**src/rtl/opnd_pkg.sv**
```systemverilog
package opnd_pkg;
  localparam int SEL_W = 6;

  typedef enum logic [1:0] {
    K_GPR = 2'd0,
    K_MEM = 2'd1,
    K_SPR = 2'd2,
    K_LIT = 2'd3
  } kind_e;

  typedef enum logic [3:0] {
    C_GPR, C_IND, C_IDX, C_POP, C_PEEK, C_PUSH, C_SPR, C_NWIND, C_NWLIT, C_SLIT
  } cls_e;

  typedef enum logic [1:0] {
    SP_HOLD = 2'd0,
    SP_INC  = 2'd1,
    SP_DEC  = 2'd2
  } sp_op_e;

  typedef enum logic [1:0] {
    ST_IDLE = 2'd0,
    ST_OPA  = 2'd1,
    ST_OPB  = 2'd2,
    ST_FIN  = 2'd3
  } st_e;
endpackage

```
**src/rtl/opnd_decode.sv**
```systemverilog
module opnd_decode
  import opnd_pkg::*;
(
  input  logic [SEL_W-1:0] sel_i,
  output cls_e             cls_o,
  output logic             needs_word_o
);
  always_comb begin
    cls_o = C_SLIT;
    if (!sel_i[5]) begin
      unique case (sel_i[4:3])
        2'd0: cls_o = C_GPR;
        2'd1: cls_o = C_IND;
        2'd2: cls_o = C_IDX;
        default: begin
          unique case (sel_i[2:0])
            3'd0:    cls_o = C_POP;
            3'd1:    cls_o = C_PEEK;
            3'd2:    cls_o = C_PUSH;
            3'd6:    cls_o = C_NWIND;
            3'd7:    cls_o = C_NWLIT;
            default: cls_o = C_SPR;
          endcase
        end
      endcase
    end
  end

  assign needs_word_o = (cls_o == C_IDX) || (cls_o == C_NWIND) || (cls_o == C_NWLIT);
endmodule

```
**src/rtl/opnd_resolve.sv**
```systemverilog
module opnd_resolve
  import opnd_pkg::*;
#(
  parameter int DW   = 16,
  parameter int NGPR = 8
) (
  input  cls_e             cls_i,
  input  logic [SEL_W-1:0] sel_i,
  input  logic [NGPR*DW-1:0] gpr_i,
  input  logic [DW-1:0]    word_i,
  input  logic [DW-1:0]    sp_i,
  input  logic             skip_i,
  output kind_e            kind_o,
  output logic [DW-1:0]    val_o,
  output logic [1:0]       cost_o,
  output sp_op_e           sp_op_o
);
  localparam int IW = $clog2(NGPR);

  logic [IW-1:0] ridx;
  logic [DW-1:0] rval;
  logic [1:0]    mem_cost;

  assign ridx     = sel_i[IW-1:0];
  assign rval     = gpr_i[ridx*DW +: DW];
  assign mem_cost = skip_i ? 2'd0 : 2'd1;  // access charge dropped on skip

  always_comb begin
    kind_o  = K_LIT;
    val_o   = '0;
    cost_o  = 2'd0;
    sp_op_o = SP_HOLD;
    unique case (cls_i)
      C_GPR: begin
        kind_o = K_GPR;
        val_o  = DW'(ridx);
      end
      C_IND: begin
        kind_o = K_MEM;
        val_o  = rval;
        cost_o = mem_cost;
      end
      C_IDX: begin
        kind_o = K_MEM;
        val_o  = word_i + rval;
        cost_o = 2'd1 + mem_cost;
      end
      C_POP: begin
        kind_o  = K_MEM;
        val_o   = sp_i;
        cost_o  = mem_cost;
        sp_op_o = SP_INC;
      end
      C_PEEK: begin
        kind_o = K_MEM;
        val_o  = sp_i;
        cost_o = mem_cost;
      end
      C_PUSH: begin
        kind_o  = K_MEM;
        val_o   = sp_i - DW'(1);
        cost_o  = mem_cost;
        sp_op_o = SP_DEC;
      end
      C_SPR: begin
        kind_o = K_SPR;
        val_o  = DW'(3'(sel_i[2:0] - 3'd3));
      end
      C_NWIND: begin
        kind_o = K_MEM;
        val_o  = word_i;
        cost_o = 2'd1 + mem_cost;
      end
      C_NWLIT: begin
        kind_o = K_LIT;
        val_o  = word_i;
        cost_o = 2'd1;
      end
      default: begin
        kind_o = K_LIT;
        val_o  = DW'(sel_i[4:0]);
      end
    endcase
  end
endmodule

```
**src/rtl/opnd_ptr.sv**
```systemverilog
module opnd_ptr #(
  parameter int          DW  = 16,
  parameter int unsigned RST = 0
) (
  input  logic          clk_i,
  input  logic          rst_ni,
  input  logic          load_i,
  input  logic [DW-1:0] load_val_i,
  input  logic          inc_i,
  input  logic          dec_i,
  output logic [DW-1:0] q_o
);
  always_ff @(posedge clk_i or negedge rst_ni) begin
    if (!rst_ni)     q_o <= DW'(RST);
    else if (load_i) q_o <= load_val_i;
    else if (inc_i)  q_o <= q_o + DW'(1);
    else if (dec_i)  q_o <= q_o - DW'(1);
  end
endmodule

```
**src/rtl/opnd_addr_unit.sv**
```systemverilog
module opnd_addr_unit
  import opnd_pkg::*;
#(
  parameter int          DW       = 16,
  parameter int          NGPR     = 8,
  parameter int unsigned RESET_PC = 0,
  parameter int unsigned RESET_SP = 0
) (
  input  logic               clk_i,
  input  logic               rst_ni,
  input  logic               start_i,
  input  logic [SEL_W-1:0]   sel_a_i,
  input  logic [SEL_W-1:0]   sel_b_i,
  input  logic               skip_i,
  input  logic [NGPR*DW-1:0] gpr_i,
  input  logic               pc_load_i,
  input  logic [DW-1:0]      pc_load_val_i,
  input  logic               sp_load_i,
  input  logic [DW-1:0]      sp_load_val_i,
  output logic               word_req_o,
  output logic [DW-1:0]      word_addr_o,
  input  logic               word_vld_i,
  input  logic [DW-1:0]      word_i,
  output logic               busy_o,
  output logic               done_o,
  output logic [1:0]         a_kind_o,
  output logic [DW-1:0]      a_val_o,
  output logic               a_wr_o,
  output logic [1:0]         b_kind_o,
  output logic [DW-1:0]      b_val_o,
  output logic               b_wr_o,
  output logic [2:0]         extra_cyc_o,
  output logic [DW-1:0]      pc_o,
  output logic [DW-1:0]      sp_o
);
  localparam int XW = 3;

  st_e               st_q, st_d;
  logic [SEL_W-1:0]  sel_a_q, sel_b_q, cur_sel;
  logic              skip_q;
  logic [NGPR*DW-1:0] gpr_q;
  kind_e             a_kind_q, b_kind_q, cur_kind;
  logic [DW-1:0]     a_val_q, b_val_q, cur_val;
  logic [XW-1:0]     extra_q;
  cls_e              cur_cls;
  logic              needs_word, in_op, step, idle, start;
  logic [1:0]        cur_cost;
  sp_op_e            cur_sp_op;

  assign idle    = (st_q == ST_IDLE);
  assign in_op   = (st_q == ST_OPA) || (st_q == ST_OPB);
  assign start   = idle && start_i;
  assign cur_sel = (st_q == ST_OPB) ? sel_b_q : sel_a_q;
  assign step    = in_op && (!needs_word || word_vld_i);

  opnd_decode u_dec (
    .sel_i        (cur_sel),
    .cls_o        (cur_cls),
    .needs_word_o (needs_word)
  );

  opnd_resolve #(.DW(DW), .NGPR(NGPR)) u_res (
    .cls_i   (cur_cls),
    .sel_i   (cur_sel),
    .gpr_i   (gpr_q),
    .word_i  (word_i),
    .sp_i    (sp_o),
    .skip_i  (skip_q),
    .kind_o  (cur_kind),
    .val_o   (cur_val),
    .cost_o  (cur_cost),
    .sp_op_o (cur_sp_op)
  );

  opnd_ptr #(.DW(DW), .RST(RESET_PC)) u_pc (
    .clk_i      (clk_i),
    .rst_ni     (rst_ni),
    .load_i     (idle && pc_load_i),
    .load_val_i (pc_load_val_i),
    .inc_i      (step && needs_word),
    .dec_i      (1'b0),
    .q_o        (pc_o)
  );

  opnd_ptr #(.DW(DW), .RST(RESET_SP)) u_sp (
    .clk_i      (clk_i),
    .rst_ni     (rst_ni),
    .load_i     (idle && sp_load_i),
    .load_val_i (sp_load_val_i),
    .inc_i      (step && cur_sp_op == SP_INC),
    .dec_i      (step && cur_sp_op == SP_DEC),
    .q_o        (sp_o)
  );

  always_comb begin
    st_d = st_q;
    unique case (st_q)
      ST_IDLE: if (start_i) st_d = ST_OPA;
      ST_OPA:  if (step)    st_d = ST_OPB;
      ST_OPB:  if (step)    st_d = ST_FIN;
      default:              st_d = ST_IDLE;
    endcase
  end

  always_ff @(posedge clk_i or negedge rst_ni) begin
    if (!rst_ni) begin
      st_q     <= ST_IDLE;
      sel_a_q  <= '0;
      sel_b_q  <= '0;
      skip_q   <= 1'b0;
      gpr_q    <= '0;
      a_kind_q <= K_GPR;
      b_kind_q <= K_GPR;
      a_val_q  <= '0;
      b_val_q  <= '0;
      extra_q  <= '0;
    end else begin
      st_q <= st_d;
      if (start) begin
        sel_a_q <= sel_a_i;
        sel_b_q <= sel_b_i;
        skip_q  <= skip_i;
        gpr_q   <= gpr_i;
        extra_q <= '0;
      end
      if (step) begin
        extra_q <= extra_q + XW'(cur_cost);
        if (st_q == ST_OPA) begin
          a_kind_q <= cur_kind;
          a_val_q  <= cur_val;
        end else begin
          b_kind_q <= cur_kind;
          b_val_q  <= cur_val;
        end
      end
    end
  end

  assign word_req_o  = in_op && needs_word;
  assign word_addr_o = pc_o;
  assign busy_o      = !idle;
  assign done_o      = (st_q == ST_FIN);
  assign a_kind_o    = a_kind_q;
  assign a_val_o     = a_val_q;
  assign a_wr_o      = (a_kind_q != K_LIT);
  assign b_kind_o    = b_kind_q;
  assign b_val_o     = b_val_q;
  assign b_wr_o      = (b_kind_q != K_LIT);
  assign extra_cyc_o = extra_q;
endmodule

```
**config.mk**
```make
export PLATFORM = sky130hd
export DESIGN_NAME = opnd_addr_unit
export DESIGN_NICKNAME = d
export VERILOG_FILES = /design/src/rtl/opnd_pkg.sv /design/src/rtl/opnd_decode.sv /design/src/rtl/opnd_resolve.sv /design/src/rtl/opnd_ptr.sv /design/src/rtl/opnd_addr_unit.sv
export SDC_FILE = /design/constraint.sdc
export NUM_CORES = 1
export LEC_CHECK = 0
export ABC_AREA = 1
export BUFFER_PORTS_ARGS = -buffer_cell sky130_fd_sc_hd__buf_2
export CORE_MARGIN = 4
export CORE_UTILIZATION = 45
export DETAILED_ROUTE_END_ITERATION = 8
export GPL_ROUTABILITY_DRIVEN = 0
export PLACE_DENSITY = 0.77
export SETUP_SLACK_MARGIN = 0.2
export SYNTH_ARGS = -nofsm -noshare
export SYNTH_HDL_FRONTEND = slang
export SYNTH_SLANG_ARGS = --single-unit
```
**constraint.sdc**
```tcl
create_clock -name clk_i -period 5.7 [get_ports clk_i]
set_input_delay 1.71 -clock clk_i [delete_from_list [all_inputs] [get_ports clk_i]]
set_output_delay 1.71 -clock clk_i [all_outputs]
set_load 0.01 [all_outputs]
```
==> flow_metrics.tcl <==
set metrics [dict create \
    crit_path_frequent_cell "nand2_1" \
    routed_wirelength_um 36900 \
    worstSkewPairLatency_ns 0.53 \
    totalPowerFinal_w 0.0107 \
    start_kind "register" \
    root_buffer "clkbuf_16" \
    max-cap-violations 0 \
    first_pass_iters 5 \
    area_delta_synth_final_pct 19.0 \
    grt_pass1_vias 11071 \
    grt_remaining_overflow 0 \
    fp.coreArea_um2 27000 \
    syn-cell-area_um2 12300 \
    rsz0062_at_grt "false" \
    reg2reg_from "st_q[0]$_DFFE_PN0P_" \
    fin_crit_ns 5.20 \
    holdBufCountCts 0 \
    preCtsSetupSlack_ns 0.612 \
    synth.distinct_cells 52 \
    synth-main-ff-cell "dfrtp_1" \
    die-area_um2 30200 \
    layout.nets 1902 \
    crit_chain "inv_1 -> ha_2 -> inv_2 -> nand2_1 -> nand2_2 -> nand2_8 -> clkinvlp_4 -> ha_1 -> inv_1 -> nand2_1 -> nand2_1 -> nand2_2 -> nand2_1 -> inv_2 -> nand2_2 -> nand3_4 -> nand2_1 -> inv_2 -> buf_2" \
    antenna_found_initial 6 \
    ant_nets 0 \
    leakagePower_nw 7.43 \
    reg2reg_depth 21 \
    critPathMaxFanout 25 \
    holdPathStages 2 \
    grt_max_degree 123 \
    dp_hpwl_um 27600 \
    rows 60 \
    async_flop_share_pct 100 \
    drtIter0Drc 782 \
    max_stage_delay_ns 0.42 \
    die_w_um 174 \
    crit_type "register to output pin" \
    clock.fmax_mhz 192 \
    max_slew.worst_pin.slew_ns 0.983 \
    tns_ns 0 \
    required_ns 3.99 \
    r2r-end "b_val_o[12]$_DFFE_PN0P_" \
    min_from "a_val_o[9]$_DFFE_PN0P_" \
    slowest_stage "dfrtp_1" \
    drc_errors 0 \
    cts_buffers 24 \
    fin_crit_sh_pct 91.2 \
    regArea_um2 5360 \
    fillerInstances 2455 \
    cts_tree "done" \
    min_to "a_val_o[9]$_DFFE_PN0P_" \
    finalSetupViolations 0 \
    cts.sinks 214 \
    syn_area_per_cell_um2 8.56 \
    hp-class "register to register" \
    post_drt_via_cell_ratio 5.41 \
    yosysWarningCount 0 \
    io_buffers 286 \
    status "finished clean" \
    synth_edf_count 0 \
    slew_headroom_pct 34.5 \
    r2r_slack_ns 1.12 \
    clock_skew_ns 0.0166 \
    finalHoldViolCount 0 \
    drv_slew 0 \
    fp.dieH_um 174 \
    grt_pass1_wl_um 58300 \
    ys_seq_elements 214 \
    critical_path_arrival_ns 3.49 \
    boundaryPins 287 \
    worst-path-buf-inv 7 \
    multi_input_area_um2 6180 \
    wire_per_inst_um 18.0 \
    fin_ws_ns 0.500 \
    powerDensity_nw_per_um2 729 \
    synthCells 1442 \
    crit_path_end_kind "output pin" \
    clockBufferDepth 3 \
    drive_above_1_share_pct 30.2 \
    initial_core_util_pct 45.8 \
    path_delay_family "simple AND/OR/NAND/NOR gates" \
    path_clk_slew_ns 0.06 \
    grt_usage_pct 23.7 \
    synth_nets 1663 \
    seq_area_frac_synth_pct 43.4 \
    startpoint "st_q[0]$_DFFE_PN0P_" \
    htreeDepth 1 \
    ir_drop_mv 0.318 \
    vias 11069 \
]
registers in the layout (all words and copies together), names as in the netlist, 2 cells and up:
name	cells
u_pc.q_o	16
st_q	2
extra_cyc_o	3
a_val_o	16
u_sp.q_o	16
a_kind_o	2
b_val_o	16
b_kind_o	2
sel_b_q	6
gpr_q	128
sel_a_q	6
report_power, final:
group	switching (W)	leakage, nW	internal [W]	total, W
Sequential	0.000552	2.55	0.00227	0.00282
Clock	0.000634	0.401	0.000945	0.00158
Combinational	0.00400	4.48	0.00231	0.00631
Total	0.00519	7.43	0.00552	0.0107
metrics by stage:
step / area (µm²) / hold slack, ns / utilization, % / cells
2_1_floorplan: 12300 / 0.471 / - / 1442
3_3_place_gp: 13900 / 0.457 / 51.4 / 1995
3_5_place_dp: 13900 / 0.462 / 51.4 / 1995
4_1_cts: 14700 / 0.477 / 54.4 / 2039
5_1_grt: 14700 / 0.494 / 54.5 / 2042
6_report: 14700 / 0.473 / 54.5 / 2045
layout by cell type, fill, tap and decap left out, types with 3 or more instances in the layout:
cell type  instances
xnor2_1            8
buf_4              4
clkbuf_8           6
nand3b_1          11
a22oi_1           11
dfrtp_1          214
a21o_1             4
nand2_8            3
nand2_4            3
nor2_2             3
nor3_1            11
clkinv_2           5
o22a_1             6
xor2_1            33
o31ai_1            3
nor4_1             7
clkbuf_16         24
clkbuf_1           6
inv_1             94
diode_2            5
nand2_1          384
or2_2             11
o21ai_0           40
ha_1              23
a31oi_1            4
a21oi_1           69
o22ai_1           19
nand3_1           74
nand4_1           39
buf_2            285
nor2_1           107
mux2_2           125
inv_2              7
nand2_2           17
cells in the mapped netlist, types with 3 or more instances:
cell type	n	area share, %
a21o_1	4	0.24
a21oi_1	69	2.8
a22oi_1	11	0.67
a31oi_1	4	0.20
buf_1	8	0.24
buf_2	8	0.32
buf_4	22	1.3
buf_6	6	0.55
clkbuf_1	35	1.1
dfrtp_1	214	43
ha_1	24	2.4
inv_1	95	2.9
inv_2	7	0.21
mux2_2	125	11
nand2_1	385	12
nand2_2	17	0.86
nand2_4	3	0.27
nand3_1	74	3.0
nand3b_1	11	0.67
nand4_1	39	2.0
nor2_1	107	3.3
nor2_2	3	0.15
nor3_1	11	0.45
nor4_1	7	0.35
o21ai_0	40	1.6
o22a_1	6	0.43
o22ai_1	19	0.96
o31ai_1	3	0.18
or2_2	11	0.56
xnor2_1	8	0.57
xor2_1	33	2.3
worst max-delay path by stage:
| stage | end | cells past startpoint |
|---|---|---|
| 3_5_place_dp | word_req_o | 19 |
| 3_3_place_gp | word_req_o | 18 |
| 2_1_floorplan | word_req_o | 17 |
| 6_report | word_req_o | 19 |
| 5_1_grt | word_req_o | 19 |
| 4_1_cts | word_req_o | 19 |
metal layers:
metal / part of all wire (%) / GRT usage, %
met1: 42 / 31.6
met2: 47 / 39.5
met3: 7.5 / 4.43
met4: 3.0 / 6.90
met5: 0.13 / 0
timing repair:
item | 4_1_cts | 5_1_grt
endpoints found under the hold margin | 0 | 0
resized for setup | 1 | 2
endpoints found under the setup margin | 1 | 1
buffers inserted | 0 | 1
cells by family (layout without fill, tap and decap cells):
group | count (synthesis) | in the layout | synth area share, %
AND/OR/NAND/NOR | 677 | 677 | 24.4
flip-flops | 214 | 214 | 43.4
buffers and inverters | 184 | 441 | 6.75
AO/OA/AOI/OAI | 173 | 173 | 8.28
multiplexers | 127 | 127 | 11.6
XOR/XNOR | 41 | 41 | 2.91
adder cells (fa/ha/maj) | 26 | 26 | 2.76
other | 0 | 5 | 0
area by class of cell:
type / instances / share of cell area, %
flip-flops and latches: 214 / 36.4
clock inverters: 8 / 0.690
multi-input cells: 1044 / 42.1
diodes: 5 / 0.0851
clock buffers: 36 / 4.80
well taps: 341 / 2.90
inverters: 105 / 2.74
repair buffers: 292 / 10.3
worst register-to-register path, stage by stage, from the launching register on:
cell and delay (ns):
dfrtp_1 0.40, inv_1 0.09, ha_2 0.29, inv_2 0.17, nand2_1 0.08, nand2_2 0.13
nand2_2 0.34, inv_1 0.56, nand2_1 0.10, nand4_1 0.13, nor2_1 0.07, a31oi_1 0.51
ha_1 0.40, a21oi_1 0.24, o21a_1 0.16, nand3_1 0.08, xor2_1 0.17, nor2_1 0.07
nor2_1 0.16, nand4_1 0.13, nand2_1 0.10, nand2_1 0.07
No activity file was read; power rests on OpenSTA's default activity.
